<file path="config.mk">
export PLATFORM = sky130hd
export DESIGN_NAME = trig_xbar
export DESIGN_NICKNAME = d
export VERILOG_FILES = /design/src/rtl/trig_xbar_pkg.sv /design/src/rtl/trig_xbar_regs.sv /design/src/rtl/trig_xbar_mux.sv /design/src/rtl/trig_xbar.sv
export SDC_FILE = /design/constraint.sdc
export NUM_CORES = 1
export LEC_CHECK = 0
export BUFFER_PORTS_ARGS = -buffer_cell sky130_fd_sc_hd__buf_2
export CORE_MARGIN = 3
export CORE_UTILIZATION = 40
export CTS_CLUSTER_DIAMETER = 30
export DETAILED_ROUTE_END_ITERATION = 8
export PLACE_DENSITY_LB_ADDON = 0.1
export SLEW_MARGIN = 15
export SYNTH_ARGS = -nofsm -noshare
export SYNTH_HDL_FRONTEND = slang
export SYNTH_SLANG_ARGS = --single-unit
export TNS_END_PERCENT = 30
</file>
<file path="constraint.sdc">
create_clock -name clk -period 3.2 [get_ports clk]
set_clock_uncertainty 0.05 [all_clocks]
set_input_delay 0.32 -clock clk [delete_from_list [all_inputs] [get_ports clk]]
set_output_delay 0.32 -clock clk [all_outputs]
set_load 0.1 [all_outputs]
</file>
<file path="src/rtl/trig_xbar_pkg.sv">
package trig_xbar_pkg;

    localparam int WORD_W   = 32;
    localparam int SEL_W    = 8;
    localparam int PER_WORD = 4;

    // Layout of one configuration word; the field positions are decoded by
    // the target selector slicing in the top module.
    typedef struct packed {
        logic       lock;
        logic [6:0] sel3;
        logic [7:0] sel2;
        logic [7:0] sel1;
        logic [7:0] sel0;
    } grp_cfg_t;

endpackage

</file>
<file path="src/rtl/trig_xbar_regs.sv">
module trig_xbar_regs
    import trig_xbar_pkg::*;
#(
    parameter int NUM_GRP = 4,
    parameter int ADDR_W  = 4
) (
    input  logic                      clk,
    input  logic                      rst_n,
    input  logic                      we,
    input  logic [ADDR_W-1:0]         addr,
    input  logic [WORD_W-1:0]         wdata,
    output logic [WORD_W-1:0]         rdata,
    output grp_cfg_t [NUM_GRP-1:0]    cfg_o
);

    typedef struct packed {
        grp_cfg_t [NUM_GRP-1:0] grp;
    } state_t;

    state_t st_d, st_q;

    always_comb begin
        st_d  = st_q;
        rdata = '0;
        for (int g = 0; g < NUM_GRP; g++) begin
            if (addr == ADDR_W'(g)) begin
                rdata = st_q.grp[g];
                if (we && !st_q.grp[g].lock) begin
                    st_d.grp[g] = grp_cfg_t'(wdata);
                end
            end
        end
    end

    always_ff @(posedge clk or negedge rst_n) begin
        if (!rst_n) begin
            st_q <= '0;
        end else begin
            st_q <= st_d;
        end
    end

    assign cfg_o = st_q.grp;

endmodule

</file>
<file path="src/rtl/trig_xbar_mux.sv">
module trig_xbar_mux
    import trig_xbar_pkg::*;
#(
    parameter int NUM_SRC = 40
) (
    input  logic [NUM_SRC-1:0] src,
    input  logic [SEL_W-1:0]   sel,
    output logic               y
);

    always_comb begin
        y = 1'b0;
        for (int i = 0; i < NUM_SRC; i++) begin
            if (sel == SEL_W'(i)) begin
                y = src[i];
            end
        end
    end

endmodule

</file>
<file path="src/rtl/trig_xbar.sv">
module trig_xbar
    import trig_xbar_pkg::*;
#(
    parameter int NUM_TGT = 14,
    parameter int NUM_SRC = 40,
    parameter int ADDR_W  = 4,
    localparam int NUM_GRP = (NUM_TGT + PER_WORD - 1) / PER_WORD,
    localparam int NUM_TP  = NUM_GRP * PER_WORD
) (
    input  logic                 clk,
    input  logic                 rst_n,
    input  logic                 reg_we,
    input  logic [ADDR_W-1:0]    reg_addr,
    input  logic [WORD_W-1:0]    reg_wdata,
    output logic [WORD_W-1:0]    reg_rdata,
    input  logic [NUM_SRC-1:0]   trig_in,
    output logic [NUM_TP-1:0]    trig_out
);

    grp_cfg_t [NUM_GRP-1:0]  cfg_w;
    logic     [SEL_W-1:0]    sel_w [NUM_TP];

    trig_xbar_regs #(
        .NUM_GRP (NUM_GRP),
        .ADDR_W  (ADDR_W)
    ) u_regs (
        .clk   (clk),
        .rst_n (rst_n),
        .we    (reg_we),
        .addr  (reg_addr),
        .wdata (reg_wdata),
        .rdata (reg_rdata),
        .cfg_o (cfg_w)
    );

    for (genvar t = 0; t < NUM_TP; t++) begin : g_tgt
        localparam int G = t / PER_WORD;
        localparam int K = t % PER_WORD;
        if (K == PER_WORD - 1) begin : g_top
            assign sel_w[t] = {1'b0, cfg_w[G].sel3};
        end else begin : g_low
            assign sel_w[t] = cfg_w[G][SEL_W*K +: SEL_W];
        end
        trig_xbar_mux #(
            .NUM_SRC (NUM_SRC)
        ) u_mux (
            .src (trig_in),
            .sel (sel_w[t]),
            .y   (trig_out[t])
        );
    end

endmodule

</file>
; ---- Word-level counts from Yosys, hierarchy flattened
; Index checks and enable logic that the tools add are counted.
; Widths: inputs -> output; s select.
[classes]
n_reduce_logical = 29
eq_ne = 627
muxes = 644
[ops]
columns = operator, count
row1 = $eq 8x5->1 const B, 192
row2 = $eq 8x4->1 const B, 96
row3 = $eq 8x6->1 const B, 96
row4 = $mux 1, 640
row5 = $eq 7x5->1 const B, 64
row6 = $eq 8x3->1 const B, 48
row7 = $eq 7x4->1 const B, 32
row8 = $eq 7x6->1 const B, 32
row9 = $eq 8x2->1 const B, 24
row10 = $logic_not 8->1, 16
row11 = $mux 32, 4
row12 = $eq 7x3->1 const B, 16
row13 = $eq 8x1->1 const B, 12
row14 = $eq 7x2->1 const B, 8
row15 = $eq 7x1->1 const B, 4
row16 = $eq 4x2->1 const B, 2
row17 = $reduce_and 2->1, 4
row18 = $eq 4x1->1 const B, 1
row19 = $logic_and 1x1->1, 4
row20 = $logic_not 1->1, 4
row21 = $logic_not 4->1, 1
[word_totals]
out_inout_bits = 48
ff_bits = 128

; ---- Logic depth before layout (Yosys ltp)
; Gate-level depths: netlist of the first run.
[logic_depth]
ltp_word = 41
mapped_depth = 11

; ---- Hierarchy
; Synthesis of the first run repeated with hierarchy kept, for this count alone.
[hier_totals]
cells_unflattened = 1592
hier_area_um2 = 14370.0
[by_module_without_submodules]
columns = mod, cells_per_inst, seq_area_each_um2, n_inst, area_per_inst_um2
row1 = trig_xbar_mux, 77, 0.0, 16, 528.0
row2 = trig_xbar_regs, 359, 3203.1, 1, 5918.2
row3 = trig_xbar, 1, 0.0, 1, 3.8

; ---- Worst setup path after synthesis of the first run
; OpenSTA, ideal clock, no wires.
[synth_timing]
path_kind = register -> output
startpoint = register u_regs.st_q (netlist bit u_regs.cfg_o[50])
endpoint = output port trig_out[6]
path_buffers = 2
arrival_time_ns = 2.245
stages_incl_launch_ff = 10
t_required_ns = 2.830
slack_ns = 0.585
cell_sequence = dfrtp_1 > buf_4 > or3b_1 > mux4_2 > nand2_1 > a21oi_2 > a2111oi_4 > a2111oi_1 > o31a_1 > buf_4
[synth_via]
elab_chain_len = 41
[synth_lines]
columns = element, line
row1 = from (decl), trig_xbar_regs.sv:20  ; state_t st_d, st_q;
row2 = from (signal assigned), trig_xbar_regs.sv:39  ; st_q <= st_d;
row3 = $logic_not 8->1, trig_xbar_mux.sv:14  ; if (sel == SEL_W'(i)) begin
row4 = $mux 1 (39 in a row), trig_xbar_mux.sv:14
row5 = $mux 1 (*), trig_xbar_mux.sv:14
row6 = to (decl), trig_xbar.sv:17  ; output logic [NUM_TP-1:0] trig_out
; Mark *: on every way between the ends. The rest lies on a longest branch, timed or not.

; ---- Final worst setup path of the first run
[layout_timing]
startpoint = register u_regs.st_q (netlist bit u_regs.cfg_o[96])
endpoint = output port trig_out[12]
; The elaborated chain is that of the path after synthesis.

==> summary.md, run 1 <==
The reported leakage power was 7.03 nW. The clock reaches the later pin of the worst-skew pair after 450 ps. In this run the clock root is driven by a sky130_fd_sc_hd__clkbuf_16. The dominant combinational cell family by area after synthesis is compound AO/OA/AOI/OAI gates. With fillers left out, the area of the finished cells amounts to 17700 sq um.

Floorplan core area: 36800 sq um. The clock-pin slew on the worst setup and hold paths works out to 60 ps. For this run, the number of Yosys warnings is 0.

In the final layout, the multi-input gates occupy 10700 sq um. Summed over all nets, the half-perimeter wirelength after detailed placement is 47600 microns. For the worst setup path, the data arrival time is 2790 ps.

The pre-antenna-repair detailed-routing pass consisted of 8 iterations. The global-route wire length before repair was 102000 microns; the mux contribution to synthesized area was 22.6%. Path category of the worst min-delay check: in2reg.

Setup repair after global routing could not meet its margin everywhere. Sequential cells were found to cover 21.4% of the synthesized design area. The post-synthesis compound-gate area fraction came out at 26.3%. TritonCTS built the clock tree. Data on the critical path is required at its endpoint by 2830 ps. After detailed placement, the design holds a cell count of 2448. The final instance count without filler cells is 2483. Commonest non-fill, non-tap cell in the layout: sky130_fd_sc_hd__nand2_1. Of the total synthesized cell area, the portion taken by XOR and XNOR cells is 0%. Class of the most critical setup path: reg2out. The worst path meets setup with 45.0 ps of slack. The total of buffers placed on input and output ports is 126, and the overall die height is 200 microns. On the worst path, the slowest cell contributes a delay of 510 ps.

After synthesis, the share of flip-flops with an asynchronous set or reset is 100%. For this design the ratio of total power to cell area is 654 nW/um^2. By area the synthesized netlist is led by sky130_fd_sc_hd__dfrtp_1, sky130_fd_sc_hd__mux2_2, sky130_fd_sc_hd__mux4_2. The synthesized design spends more area on one cell type than any other, namely sky130_fd_sc_hd__dfrtp_1. The synthesized netlist devotes 0% of its cell area to adder and majority cells.

The count of H-tree levels built during CTS is 4. 127 I/O pins were placed. Highest-delay cell along the critical path: sky130_fd_sc_hd__dfrtp_2. The critical path goes through buf_4, nor2b_1, a221oi_1, a21oi_1, o31ai_1, a31oi_1, a21o_1, buf_12. CTS saw 128 sinks. The initial utilization of the core area, before any placement, comes to 40.7%.

The instance area at placement was 16900 sq um; the share of final-layout standard cells stronger than drive strength 1 was 26.4%. The logs give 34.3% for the total routing usage reported by global routing and 0.979 for the routability-driven placement congestion ratio. Max-capacitance violation count: 0. In the final routed layout, each cell accounts on average for 28.0 microns. The logs give 2082 for the final net count and 8010 microns for the amount of wire on met3 after detailed routing. The dominant synthesized flop cell was sky130_fd_sc_hd__dfrtp_1. The highest metal layer carrying signal wires in the routed design is met5. The tools report the worst slack at placement as 61.7 ps.

The horizontal extent of the die is 200 microns, and the post-detailed-routing wire length is 69500 microns. Compared with the post-synthesis result, the final layout area differs by 18.0%. The routed layout has 16800 vias. The ratio of routed vias to standard cells was 6.78.

The run gives 70 as the number of cell rows. The layout has 3640 filler cells. The peak fanout along the critical path works out to 13.

The count of final setup violators was 0. The number of instances in the synthesized netlist is 1973, and the number of pins exceeding their max-slew limit in the final report is 0. Averaged over all synthesized cells, the footprint is 7.59 sq um.

The area share of the largest cell type after synthesis came out at 21.4%. The flip-flop count of the largest register, all copies and words added was 128; the post-layout minimum cycle time was 3160 ps. The worst supply voltage drop on vdd is 0.000458 V. The run gives 2052 as the net count of the mapped netlist. The total overflow left after global routing is 0. The die area was 39800 sq um.

The flop and latch count out of synthesis came out at 128. The worst-margin pin slew is 782 ps. TritonCTS created 17 clock buffers. The synthesized netlist devotes 21.8% of its cell area to simple gates. The count of nets left with antenna violations once routing finished came out at 0. Entering global routing, the biggest net connects 84 pins. The number of global-route vias before repair was 15400.

The cell type group with the largest total delay on the critical path was compound AO/OA/AOI/OAI gates. Across the whole layout, storage elements account for 3230 sq um. The count of flip-flops with a built-in enable after synthesis came out at 0. The tools report the sort of element at the end of the critical path as an output pin. The distinct cell type count of the synthesized netlist was 79.

The number of antenna violations at the first check in global routing was 1; the remaining routing DRC violations was 0. The post-synthesis cell area came out at 15000 sq um. The count of endpoints failing hold in the final timing report is 0. After the first detailed-routing iteration, the DRC count stood at 2310. The count of buffering cells on the critical path with inverters included is 2.

STA classifies the critical path startpoint as a register. The final worst-path cycle share is 98.6%. In the final routing, the length of wire on met1 measures 29400 microns. The top cell types in the final layout, fill and taps aside, are sky130_fd_sc_hd__nand2_1, sky130_fd_sc_hd__o21ai_0, sky130_fd_sc_hd__mux2_2, sky130_fd_sc_hd__nor2_1, sky130_fd_sc_hd__buf_4. The clock passes through at most 2 buffers.

The tools report the relative slew slack as 47.9%. The run finished with clean final reports. In the detailed route, the total length drawn on met2 is 29400 microns. The top achievable clock speed was 317 MHz.
cells in the mapped netlist (5+ instances only):
cell and n:
sky130_fd_sc_hd__and3_1 9, sky130_fd_sc_hd__nand3b_1 11, sky130_fd_sc_hd__o21a_1 10, sky130_fd_sc_hd__dfrtp_1 128, sky130_fd_sc_hd__o211ai_1 34, sky130_fd_sc_hd__buf_1 26, sky130_fd_sc_hd__o21ai_0 189, sky130_fd_sc_hd__o2111ai_1 8
sky130_fd_sc_hd__nor4b_1 13, sky130_fd_sc_hd__o22ai_1 27, sky130_fd_sc_hd__nor4_1 21, sky130_fd_sc_hd__a221oi_1 16, sky130_fd_sc_hd__o311ai_0 9, sky130_fd_sc_hd__nor3_1 50, sky130_fd_sc_hd__mux2_2 142, sky130_fd_sc_hd__buf_2 18
sky130_fd_sc_hd__inv_1 43, sky130_fd_sc_hd__a211oi_1 36, sky130_fd_sc_hd__nor2_1 133, sky130_fd_sc_hd__o221ai_1 8, sky130_fd_sc_hd__nand3_1 51, sky130_fd_sc_hd__buf_4 17, sky130_fd_sc_hd__mux2i_1 75, sky130_fd_sc_hd__mux4_2 46
sky130_fd_sc_hd__a32o_1 7, sky130_fd_sc_hd__clkbuf_1 187, sky130_fd_sc_hd__nor2b_1 38, sky130_fd_sc_hd__a21boi_0 5, sky130_fd_sc_hd__o32ai_1 9, sky130_fd_sc_hd__a21o_1 11, sky130_fd_sc_hd__o31ai_1 18, sky130_fd_sc_hd__and2_1 7
sky130_fd_sc_hd__nand4_1 11, sky130_fd_sc_hd__or3_1 6, sky130_fd_sc_hd__nand2b_1 28, sky130_fd_sc_hd__nor3b_1 14, sky130_fd_sc_hd__nand2_1 275, sky130_fd_sc_hd__a22oi_1 13, sky130_fd_sc_hd__a311oi_1 7, sky130_fd_sc_hd__a21oi_1 101
sky130_fd_sc_hd__a2111oi_0 6, sky130_fd_sc_hd__a31oi_1 21
report_power, final:
part           internal [W]  leakage (nW)  switching (W)
clock network       0.00117         0.270       0.000790
logic               0.00271          5.21        0.00369
registers           0.00202          1.54        0.00117
layer usage:
metal / global-route usage (%) / vias to the layer above
met5: 0 / -
met4: 12.9 / 2
met3: 8.78 / 187
met2: 50.1 / 1061
met1: 48.9 / 8194
li1: - / 7385
through the flow:
| step | utilization (%) | power, W | hold WS, ps | TNS, ps |
|---|---|---|---|---|
| detailed placement | 46.0 | 0.00933 | 129 | 0 |
| CTS | 47.6 | 0.0114 | 84.9 | 0 |
| global placement | 46.0 | 0.00931 | 131 | 0 |
| finish | 48.0 | 0.0116 | 93.0 | 0 |
| global route | 48.0 | 0.0122 | 103 | -124 |
| floorplan | - | 0.00737 | -25.6 | 0 |
worst paths after layout:
check / end / slack (ps) / from / cells after the start
max: trig_out[12] / 40 / u_regs.cfg_o[96] / 8
min: u_regs.cfg_o[22] / 90 / reg_wdata[22] / 2
max reg2reg: u_regs.cfg_o[26] / 1310 / u_regs.cfg_o[31] / 4
min reg2reg: u_regs.cfg_o[95] / 440 / u_regs.cfg_o[95] / 1
max in group asynchronous: u_regs.cfg_o[97] / 2080 / rst_n / 3
min in group asynchronous: u_regs.cfg_o[104] / 220 / rst_n / 2
what timing repair did:
| action | CTS | global route |
|---|---|---|
| pin swaps | 0 | 2 |
| endpoints found under the setup margin | 8 | 16 |
| setup buffers | 0 | 3 |
| gates resized for setup | 12 | 38 |
| hold endpoints to repair | 15 | 0 |
| hold buffers | 1 | 0 |
kinds of logic after synthesis:
group,count (synthesis)
AO/OA/AOI/OAI,602
buffers and inverters,293
flip-flops,128
multiplexers,263
AND/OR/NAND/NOR,687
cell type report:
| cell class | count | area share [%] |
|---|---|---|
| Timing Repair Buffer | 259 | 13.6 |
| Tap cell | 468 | 3.31 |
| Clock inverter | 10 | 0.644 |
| Clock buffer | 20 | 2.58 |
| Sequential cell | 128 | 18.3 |
| Multi-Input combinational cell | 1552 | 60.6 |
| Antenna cell | 1 | 0.0142 |
| Inverter | 45 | 0.956 |
Note: power is estimated with default switching activity, not from simulation.
==> run 2, diff against run 1 <==
- REMOVE_ABC_BUFFERS: default -> 1
==> run 2 against run 1 <==
Sequential power is essentially flat; total power shrank 0.94%; non-clock buffer count grew 4; die area is the same; sequential cell count is the same; combinational power shrank 3%; critical path type unchanged; largest power group unchanged.
==> summary.md, run 2 (same netlist as run 1, synthesis figures left out) <==
The tools report the final net count as 2086 (was 2082). Signed area change from the synthesized netlist to the final layout: 15.2% (was 18.0%). The number of detailed-routing iterations run before antenna repair is 5 (was 8), and the number of antenna violations at the first check in global routing is 0 (was 1). The count of endpoints failing hold in the final timing report is 0 (unchanged), and the flip-flop count of the largest register, all copies and words added is 128 (unchanged).

The final instance count without filler cells was 2487 (was 2483). The count of inserted antenna diode cells came out at 0 (was 1). The required time of the critical path is 2830 ps (about the same). The clock-pin slew on the worst setup and hold paths works out to 60 ps (about the same). The top achievable clock speed came out at 316 MHz (was 317 MHz). Setup repair after global routing could not meet its margin everywhere.

The path category of the worst min-delay check is in2reg (unchanged). The floorplan core area is 36800 sq um (unchanged). The run gives 0 (unchanged) as the remaining routing DRC violations. Routed wirelength normalized by instance count: 26.9 microns (was 28.0 microns).

Most used cells in the layout excluding fill and tap cells: sky130_fd_sc_hd__nand2_1, sky130_fd_sc_hd__o21ai_0, sky130_fd_sc_hd__mux2_2, sky130_fd_sc_hd__nor2_1, sky130_fd_sc_hd__buf_4 (unchanged). The fraction of power consumed by sequential logic is 27.6% (about the same). The logs give 99300 microns (was 102000 microns) for the global-route wire length before repair and 128 (unchanged) for the number of clock sinks seen by CTS.

For the final antenna-violating net count, the log shows 0 (unchanged). The final worst-path cycle share was 98.8% (was 98.6%); the total routing usage reported by global routing was 33.2% (was 34.3%). For the number of cell rows, the log shows 70 (unchanged).

TritonCTS built the clock tree. The number of violations reported at the end of detailed-routing iteration 0 was 2025 (was 2310). The number of global-route vias before repair is 15400 (about the same). The post-layout minimum cycle time came out at 3160 ps (about the same). The pin count of the biggest net entering global routing is 58 (was 84). The tools report the category of the worst setup path launch point as a register (unchanged). For the clock tree buffer depth, the log shows 2 (unchanged).

The tools report the minimum setup slack in the final design as 39.1 ps (was 45.0 ps). Share of final-layout standard cells stronger than drive strength 1: 26.6% (was 26.4%). The detailed-route via count is 16700 (was 16800).

The effective utilization at floorplan is 40.7% (unchanged), and the total I/O pin count is 127 (unchanged). Critical path arrival: 2790 ps (about the same). The run gives 4 (unchanged) as the count of H-tree levels built during CTS.

The worst-margin pin slew came out at 761 ps (was 782 ps). Combinational share of power: 54.3% (was 55.4%). The post-CTS setup-driven buffer insertion count is 0 (unchanged), and the worst hold slack after final layout is 87.7 ps (was 93.0 ps).

The logs give 6.94 nW (was 7.03 nW) for the reported leakage power and 0 (unchanged) for the remaining global-route overflow. The number of buffers inserted during clock tree synthesis is 17 (unchanged). The routability-driven placement congestion ratio was 0.985 (was 0.979). The relative slew slack is 49.3% (was 47.9%), and the overall die height is 200 microns (unchanged). The number of cells after detailed placement was 2455 (was 2448); the half-perimeter wire length after placement was 46100 microns (was 47600 microns). For the worst slack at placement, the log shows 376 ps (was 61.7 ps). The total of buffers placed on input and output ports was 126 (unchanged). The tools report the count of final setup violators as 0 (unchanged). The max-capacitance violation count is 0 (unchanged), and the peak fanout along the critical path is 5 (was 13).

The number of pins exceeding their max-slew limit in the final report came out at 0 (unchanged). The filler cell count was 3684 (was 3640); the cell internal power dissipation was 0.00590 W (about the same). The part of the total power dissipated in the clock network came out at 18.1% (was 17.0%). Class of the most critical setup path: reg2out (unchanged). The run finished with clean final reports. The clock network latency to the later pin of the worst-skew pair was 460 ps (was 450 ps).

The die area was 39800 sq um (unchanged). The sum of internal, switching and leakage power was 0.0114 W (was 0.0116 W); the horizontal extent of the die was 200 microns (unchanged). The ratio of routed vias to standard cells is 6.70 (was 6.78), and the post-detailed-routing wire length is 67000 microns (was 69500 microns). Total power per unit cell area: 664 nW/um^2 (was 654 nW/um^2). Accumulated negative setup slack: 0 ps (unchanged). The sort of element at the end of the critical path is an output pin (unchanged). The commonest non-fill, non-tap cell in the layout is sky130_fd_sc_hd__nand2_1 (unchanged). The worst supply voltage drop on vdd is 0.000431 V (was 0.000458 V). The master cell of the clock root buffer was sky130_fd_sc_hd__clkbuf_16 (unchanged).

The switching share of total power works out to 48.4% (was 48.9%). The tools report the power spent charging and discharging nets as 0.00555 W (was 0.00566 W).
==> run 2: cell count changes in the layout (fill, tap and decap cells not counted), sizes merged <==
cell / change
clkinvlp: -1
clkbuf: +3
diode: -1
bufinv: +1
buf: +2
==> run 2: critical path, stage by stage (launching register included) <==
cell and delay (ps):
sky130_fd_sc_hd__dfrtp_1 500, sky130_fd_sc_hd__mux4_2 550, sky130_fd_sc_hd__mux2i_1 210, sky130_fd_sc_hd__o31ai_1 120
sky130_fd_sc_hd__a41oi_1 220, sky130_fd_sc_hd__a221oi_1 80, sky130_fd_sc_hd__or3_1 450, sky130_fd_sc_hd__buf_12 190
==> run 2: routing by layer <==
metal  share of wire (%)  vias up  track usage [%]
met5                   0        -                0
met4                 4.0        0             12.4
met3                 9.2      163             5.33
met2                  44      987             51.1
met1                  43     8113             47.2
li1                    -     7394                -
==> run 2: worst paths after layout <==
| kind | start | endpoint | slack [ps] | cells after the start |
|---|---|---|---|---|
| worst max-delay path | u_regs.cfg_o[8] | trig_out[1] | 40 | 7 |
| worst min-delay path | reg_wdata[17] | u_regs.cfg_o[17] | 90 | 2 |
| worst max register to register | u_regs.cfg_o[31] | u_regs.cfg_o[6] | 1290 | 4 |
| worst min register to register | u_regs.cfg_o[95] | u_regs.cfg_o[95] | 430 | 1 |
| max in group asynchronous | rst_n | u_regs.cfg_o[64] | 1980 | 3 |
| min in group asynchronous | rst_n | u_regs.cfg_o[108] | 340 | 2 |
==> run 2: cell type report <==
cell class / count / area (sq um) / area share, %
Inverter: 45 / 169 / 0.979
Sequential cell: 128 / 3250 / 18.8
Multi-Input combinational cell: 1552 / 10700 / 61.9
Clock inverter: 10 / 136 / 0.790
Tap cell: 468 / 586 / 3.39
Clock buffer: 21 / 460 / 2.67
Timing Repair Buffer: 263 / 1970 / 11.4
==> run 2: stage by stage <==
stage	cell area [sq um]	util, %
final	17300	46.9
after floorplan	14000	-
after global placement	16500	44.8
after detailed placement	16500	44.8
after global routing	17300	46.9
after CTS	17100	46.6
==> run 2: repair_timing <==
item / in CTS / in global routing
endpoints found under the setup margin: 10 / 16
hold buffers: 1 / 0
gates resized for setup: 17 / 45
pin swaps: 1 / 2
hold endpoints to repair: 53 / 0
==> run 2: power groups by stage <==
stage                     registers, W  clock network, W  logic (W)
after CTS                      0.00310           0.00210    0.00608
after global placement         0.00310                 0    0.00602
after global routing           0.00326           0.00217    0.00665
final                          0.00316           0.00207    0.00622
after detailed placement       0.00311                 0    0.00605
after floorplan                0.00311                 0    0.00379
